### config.mk
export PLATFORM = sky130hd
export DESIGN_NAME = acc_cpu
export DESIGN_NICKNAME = d
export VERILOG_FILES = /design/src/rtl/acc_cpu.sv
export SDC_FILE = /design/constraint.sdc
export NUM_CORES = 1
export LEC_CHECK = 0
export BUFFER_PORTS_ARGS = -buffer_cell sky130_fd_sc_hd__buf_2
export CORE_MARGIN = 5
export CORE_UTILIZATION = 45
export DETAILED_ROUTE_END_ITERATION = 16
export PLACE_DENSITY_LB_ADDON = 0.2
export RECOVER_POWER = 25
export SYNTH_ARGS = -nofsm -noshare
export SYNTH_HDL_FRONTEND = slang
export SYNTH_SLANG_ARGS = --single-unit
### constraint.sdc
create_clock -name clk -period 2.3 [get_ports clk]
set_input_delay 0.46 -clock clk [delete_from_list [all_inputs] [get_ports clk]]
set_output_delay 0.46 -clock clk [all_outputs]
set_load 0.005 [all_outputs]
### src/rtl/acc_cpu.sv
module acc_cpu #(
  parameter int DW = 16,
  parameter int AW = 14
) (
  input  logic          clk,
  input  logic          rst_n,
  input  logic          halt_i,
  output logic [AW-1:0] mem_addr_o,
  output logic [DW-1:0] mem_wdata_o,
  input  logic [DW-1:0] mem_rdata_i,
  output logic          mem_we_o
);
  localparam int OPW = DW - AW;
  localparam logic [OPW-1:0] OP_LD  = OPW'(0);
  localparam logic [OPW-1:0] OP_ST  = OPW'(1);
  localparam logic [OPW-1:0] OP_ADD = OPW'(2);

  typedef enum logic [2:0] {
    S_FETCH, S_WAIT_I, S_DEC, S_WAIT_D, S_READ_D, S_EXEC, S_WRITE
  } state_t;

  state_t        state;
  logic [AW-1:0] pc, mar;
  logic [DW-1:0] acc, mbr, ir;

  wire [OPW-1:0] dec_op = mem_rdata_i[DW-1:AW];
  wire [OPW-1:0] ir_op  = ir[DW-1:AW];

  assign mem_addr_o  = mar;
  assign mem_wdata_o = mbr;
  assign mem_we_o    = (state == S_WRITE);

  always_ff @(posedge clk) begin
    if (!rst_n) begin
      state <= S_FETCH;
      pc    <= '0;
      acc   <= '0;
      mar   <= '0;
      mbr   <= '0;
      ir    <= '0;
    end else begin
      case (state)
        S_FETCH: if (!halt_i) begin
          mar   <= pc;
          pc    <= pc + AW'(1);
          state <= S_WAIT_I;
        end
        S_WAIT_I: state <= S_DEC;
        S_DEC: begin
          ir  <= mem_rdata_i;
          mar <= mem_rdata_i[AW-1:0];
          if (dec_op == OP_LD || dec_op == OP_ADD) begin
            state <= S_WAIT_D;
          end else if (dec_op == OP_ST) begin
            mbr   <= acc;
            state <= S_WRITE;
          end else begin
            if (acc[DW-1]) pc <= mem_rdata_i[AW-1:0];
            state <= S_FETCH;
          end
        end
        S_WAIT_D: state <= S_READ_D;
        S_READ_D: begin
          mbr   <= mem_rdata_i;
          state <= S_EXEC;
        end
        S_EXEC: begin
          acc   <= (ir_op == OP_ADD) ? acc + mbr : mbr;
          state <= S_FETCH;
        end
        S_WRITE: state <= S_FETCH;
        default: state <= S_FETCH;
      endcase
    end
  end

  p_we_single_r3: assert property (@(posedge clk) disable iff (!rst_n)
    mem_we_o |=> !mem_we_o);

  p_wdata_acc_r3: assert property (@(posedge clk) disable iff (!rst_n)
    mem_we_o |-> (mem_wdata_o == acc));

  p_store_keeps_acc_r3: assert property (@(posedge clk) disable iff (!rst_n)
    mem_we_o |=> $stable(acc));

  p_pc_step_r6: assert property (@(posedge clk) disable iff (!rst_n)
    (state == S_FETCH && !halt_i) |=> (pc == $past(pc) + AW'(1)));

  p_branch_taken_r5: assert property (@(posedge clk) disable iff (!rst_n)
    (state == S_DEC && dec_op == 2'b11 && acc[DW-1]) |=> (pc == $past(mem_rdata_i[AW-1:0])));

  p_branch_fall_r5: assert property (@(posedge clk) disable iff (!rst_n)
    (state == S_DEC && dec_op == 2'b11 && !acc[DW-1]) |=> $stable(pc));

  p_halt_hold_r9: assert property (@(posedge clk) disable iff (!rst_n)
    (state == S_FETCH && halt_i) |=> (state == S_FETCH && $stable(pc) && !mem_we_o));

  p_add_wrap_r4: assert property (@(posedge clk) disable iff (!rst_n)
    (state == S_EXEC && ir_op == OP_ADD) |=> (acc == DW'($past(acc) + $past(mbr))));
endmodule

==> flow_summary.toml, run 1 <==
[global_route]
grt_busiest_layer = "met2"
grtUsageMet3 = 0.0239
grt_max_degree = 43
met1_usage = 0.268
grt_use_met2 = 0.335
grt_pass1_wl_um = 16900
antenna_found_initial = 0
grt_pass1_vias = 3514
grt_overflow = 0
grt_usage = 0.201

[route]
drc_errors = 0
ant_nets = 0
routed_wl_um = 9980
drt_iter0_drc = 164
routed_via_density = 5.74
firstDrtPassIters = 4
wl_per_cell_um = 15.8
vias = 3621

[synth]
syn_area_sq_um = 3850
yosysSeqAreaShare = 0.338
ys_top_cells_by_area = "dfxtp_1, nand2_1, o211a_1"
synth_top_area_frac = 0.338
ys_top_cells_by_count = "nand2_1, dfxtp_1, o21ai_0"
postSynth.asyncResetShare = 0
synth_nets = 512
yosys_register_bits = 65
yosysMostFrequentCell = "nand2_1"
syn_avg_cell_area_sq_um = 8.08
yosysWarnings = 0
syn_inst = 476
yosysUniqueCellTypes = 49
synth_top_cell_by_area = "dfxtp_1"
synthFlopType = "dfxtp_1"
synth-edff-count = 0

[sta]
period_share = 0.902
rsz0062_at_grt = "no"
setup_viol = 0
hold_violations = 0
layout_setup_ws_ns = 0.226
max_slew_margin = 0.484
clock_skew_ns = 0.0117
final_max_slew_viol_count = 0
fin_crit_ns = 2.07
worst_slew_pin_slew_ns = 0.774
tns_ns = 0
fmax_ghz = 0.482

[place]
post-dp-hpwl_um = 7190
io_buffers = 49
dp_slack_ns = 0.121
routabilityCongestion = 0.893

[worst_setup_path]
cp_top_family = "compound AO/OA/AOI/OAI gates"
cp.required_ns = 2.56
crit_buf_inv = 1
worst_setup_path_start_kind = "flop"
cp_max_fo = 4
critPathCaptureType = "flop"
cpMaxStageDelayCell = "fa_1"
max_stage_delay_ns = 0.40
worst_ep_arrival_time_ns = 2.34
crit_path_cell_trace = "ha_1 > fa_1 > a211oi_2 > buf_4 > o21bai_1 > a21oi_1 > xnor2_1 > nand2_1 > a31oi_1"
critPathKind = "flop to flop"

[floorplanning]
die_w_um = 102
coreArea_sq_um = 8260
ioPinCount = 50
initial_utilization = 0.466
die_h_um = 102
num_rows = 33
dieArea_sq_um = 10500

[clocking]
cts_hold_buffers = 0
cts_resized = 0
clk_path_buf_depth = 2
path_clk_slew_ns = 0.08
post_cts_buffers = 0
cts_buffers = 9
root_buffer = "clkbuf_8"
cts_tree = "done"
clkLatencyLatePin_ns = 0.34
htreeDepth = 3
numClockSinks = 65

[finish]
layout.nets = 557
fillers = 813
drive_above_1_share = 0.148
antenna_cells = 0
syn2layout_area_growth_pct = 14.1

[outcome]
status = "completed"

[hold_path]
hold_class = "primary input to flop"

[pwr]
p_per_area_nw_per_um2 = 605
leakagePower_nw = 1.96
ir_worst_vdd_v = 0.000315

[run]
maxCapViolations = 0
[cell usage in the layout, fill, tap and decap left out, drive strengths merged, types with 6 or more instances in the layout]
cell / count
a21boi: 7
a21o: 7
a21oi: 29
a22oi: 9
a31oi: 21
buf: 55
clkbuf: 24
dfxtp: 65
ha: 16
inv: 6
mux2i: 17
nand2: 85
nand3: 15
nand4: 6
nor2: 17
nor2b: 7
o211a: 23
o211ai: 8
o21ai: 45
xnor2: 8
[cell type report]
class	instances	area, sq um	share of cell area
Multi-Input combinational cell	370	2360	0.538
Clock buffer	11	141	0.0322
Inverter	7	26.3	0.00598
Sequential cell	65	1300	0.296
Tap cell	105	131	0.0299
Clock inverter	5	55.1	0.0125
Timing Repair Buffer	68	372	0.0846
[metrics by stage]
stage / cells / power [mW] / hold WS [ns] / util / instance area (sq um)
2_1_floorplan: 476 / 1.55 / 0.445 / - / 3850
5_1_grt: 631 / 2.79 / 0.413 / 0.532 / 4390
4_1_cts: 631 / 2.68 / 0.409 / 0.533 / 4400
3_3_place_gp: 615 / 1.68 / 0.453 / 0.509 / 4200
3_5_place_dp: 615 / 1.69 / 0.464 / 0.509 / 4200
6_report: 631 / 2.66 / 0.418 / 0.532 / 4390
[cells by family after synthesis]
logic type	synth area share
adders and majority gates	0.0572
AOI/OAI and AO/OA	0.301
DFF	0.338
muxes	0.0442
and+or+nand+nor	0.179
buffers and inverters	0.0524
xor gates and xnor gates	0.0273
[path summary, 6_finish.rpt]
kind / from / endpoint / slack [ns] / cells past startpoint
max: mem_wdata_o[0]$_SDFFE_PN0P_ / acc[6]$_SDFFE_PN0N_ / 0.23 / 9
min reg2reg: ir[14]$_SDFFE_PN0P_ / ir[14]$_SDFFE_PN0P_ / 0.47 / 2
min: mem_rdata_i[15] / ir[15]$_SDFFE_PN0P_ / 0.42 / 3
max reg2reg: mem_wdata_o[0]$_SDFFE_PN0P_ / acc[6]$_SDFFE_PN0N_ / 0.23 / 9
[power by group]
group          total (mW)  switching, mW  internal, mW
clock network        1.00          0.474         0.527
registers            1.26         0.0658          1.19
logic               0.396          0.233         0.163
[registers in the layout (all words and copies together), names as in the netlist]
name and count:
acc 16, mem_wdata_o 16, mem_addr_o 14, pc 14
state 3, ir 2
[layer usage]
layer	vias to the layer above	part of all wire
li1	1829	-
met1	1703	0.48
met2	80	0.47
met3	9	0.038
met4	0	0.011
met5	-	0
[tightest hold or removal path, cell delays in order]
cell and delay (ns):
buf_2 0.13, nand2_1 0.05, a21boi_0 0.06
(Power assumes the default switching activity.)
==> run 2, diff against run 1 <==
--- a/config.mk
+++ b/config.mk
@@ -7,7 +7,7 @@
 export LEC_CHECK = 0
 export BUFFER_PORTS_ARGS = -buffer_cell sky130_fd_sc_hd__buf_2
 export CORE_MARGIN = 5
-export CORE_UTILIZATION = 45
+export CORE_UTILIZATION = 50
 export DETAILED_ROUTE_END_ITERATION = 16
 export PLACE_DENSITY_LB_ADDON = 0.2
 export RECOVER_POWER = 25
==> run 2 against run 1 <==
Net effect:
- utilization up 5.1 points
- non-clock buffer count down 1
- fmax down 2.5%
- total power up 5.1%
- clock power up 13%
- final cell count down 0.63%
- die area down 9.0%
- count of clock-buffer cells in the layout unchanged
- cell area up 1.0%
- global-route usage up 0.86 points
- sequential power about the same
- combinational power up 1%
- critical endpoint is now acc[12]$_SDFFE_PN0N_
- largest cell class unchanged
- largest power group unchanged
==> flow_summary.toml, run 2 (synthesized netlist as in run 1, its figures left out) <==
[worst_setup_path]
critPathCaptureType = "flop"
max_stage_delay_ns = 0.42
crit_path_cell_trace = "ha_1 > fa_1 > a211oi_2 > o21ai_0 > a21boi_1 > o21ai_0 > xnor2_1 > o21ai_0"
ff2ff_path_depth = 8
cpMaxStageDelayCell = "fa_1"
worst_setup_path_start_kind = "flop"
cp.required_ns = 2.57
worst_ep_arrival_time_ns = 2.39
cp_max_fo = 3
critPathKind = "flop to flop"
crit_top_cell = "o21ai_0"

[pwr]
leakagePower_nw = 1.99
clockPowerShare = 0.406
p_int_mw = 2.03
combPwrFrac = 0.143
seqPwrFrac = 0.451
finalPower_mw = 2.79
switching_power_mw = 0.766
switching_share = 0.274
ir_worst_vdd_v = 0.000257
p_per_area_nw_per_um2 = 629

[finish]
syn2layout_area_growth_pct = 15.3
stdcell_count = 627
antenna_cells = 0
design_area_sq_um = 4440
layout_common_cells = "nand2_1, dfxtp_1, o21ai_0"
drive_above_1_share = 0.152
layout.nets = 556
multi_input_area_sq_um = 2360
fillers = 733
final_common_cell = "nand2_1"
finish.utilization = 0.583
regArea_sq_um = 1300

[global_route]
grt_pass1_vias = 3534
antenna_found_initial = 0
grt_max_degree = 44
grt_pass1_wl_um = 16800
grt_overflow = 0
grt_usage = 0.210

[floorplanning]
die_w_um = 97.7
coreArea_sq_um = 7610
ioPinCount = 50
dieArea_sq_um = 9550
die_h_um = 97.7
initial_utilization = 0.506
num_rows = 32

[clocking]
htreeDepth = 3
numClockSinks = 65
cts_buffers = 9
clk_path_buf_depth = 2
cts_tree = "done"
cts_hold_buffers = 0
path_clk_slew_ns = 0.08
root_buffer = "clkbuf_8"
cts_resized = 0
post_cts_buffers = 0
clkLatencyLatePin_ns = 0.34

[sta]
hold_violations = 0
max_slew_margin = 0.431
fin_crit_ns = 2.13
layout_setup_ws_ns = 0.174
worst_slew_pin_slew_ns = 0.854
period_share = 0.924
clock_skew_ns = 0.00955
hold_slack_ns = 0.425
setup_viol = 0
tns_ns = 0
final_max_slew_viol_count = 0
fmax_ghz = 0.470

[hold_path]
hold_depth = 3
hold_class = "primary input to flop"

[place]
dp_slack_ns = 0.0337
placed_cells = 611
routabilityCongestion = 0.851
placed_cell_area_sq_um = 4220
io_buffers = 49
post-dp-hpwl_um = 7130

[run]
maxCapViolations = 0

[route]
routed_via_density = 5.88
vias = 3685
wl_per_cell_um = 16.0
drt_iter0_drc = 181
drc_errors = 0
ant_nets = 0
firstDrtPassIters = 5
routed_wl_um = 10000

[outcome]
status = "completed"
-- run 2: layer usage --
layer / GRT usage / share of wire / vias up
met4: 0.0831 / 0.017 / 0
met5: 0 / 0 / -
met2: 0.355 / 0.49 / 91
met1: 0.266 / 0.46 / 1747
li1: - / - / 1831
met3: 0.0337 / 0.039 / 16
-- run 2: cell type report --
cell class,instances,share of cell area
multi-input combinational,370,0.532
timing repair buffer,67,0.0886
clock inverter,5,0.0175
sequential,65,0.293
inverter,7,0.00592
tap,102,0.0288
clock buffer,11,0.0341
-- run 2: worst paths after layout --
check,from,slack [ns],end
worst max-delay path,acc[0]$_SDFFE_PN0N_,0.17,acc[12]$_SDFFE_PN0N_
worst min register to register,ir[14]$_SDFFE_PN0P_,0.48,ir[14]$_SDFFE_PN0P_
worst max register to register,acc[0]$_SDFFE_PN0N_,0.17,acc[12]$_SDFFE_PN0N_
worst min-delay path,mem_rdata_i[14],0.43,ir[14]$_SDFFE_PN0P_
-- run 2: worst max-delay path, delay by kind of cell (launching register included) --
family                   cells  cell delay, ns
AO/OA/AOI/OAI                5            0.96
XOR/XNOR                     1            0.13
adder cells (fa/ha/maj)      2            0.64
flip-flops                   1            0.34
-- run 2: power by group through the flow --
stage / Clock [mW] / Sequential [mW] / Combinational (mW)
floorplan: 0 / 1.27 / 0.277
global placement: 0 / 1.28 / 0.397
detailed placement: 0 / 1.28 / 0.403
CTS: 1.15 / 1.26 / 0.406
global route: 1.20 / 1.27 / 0.450
finish: 1.13 / 1.26 / 0.400
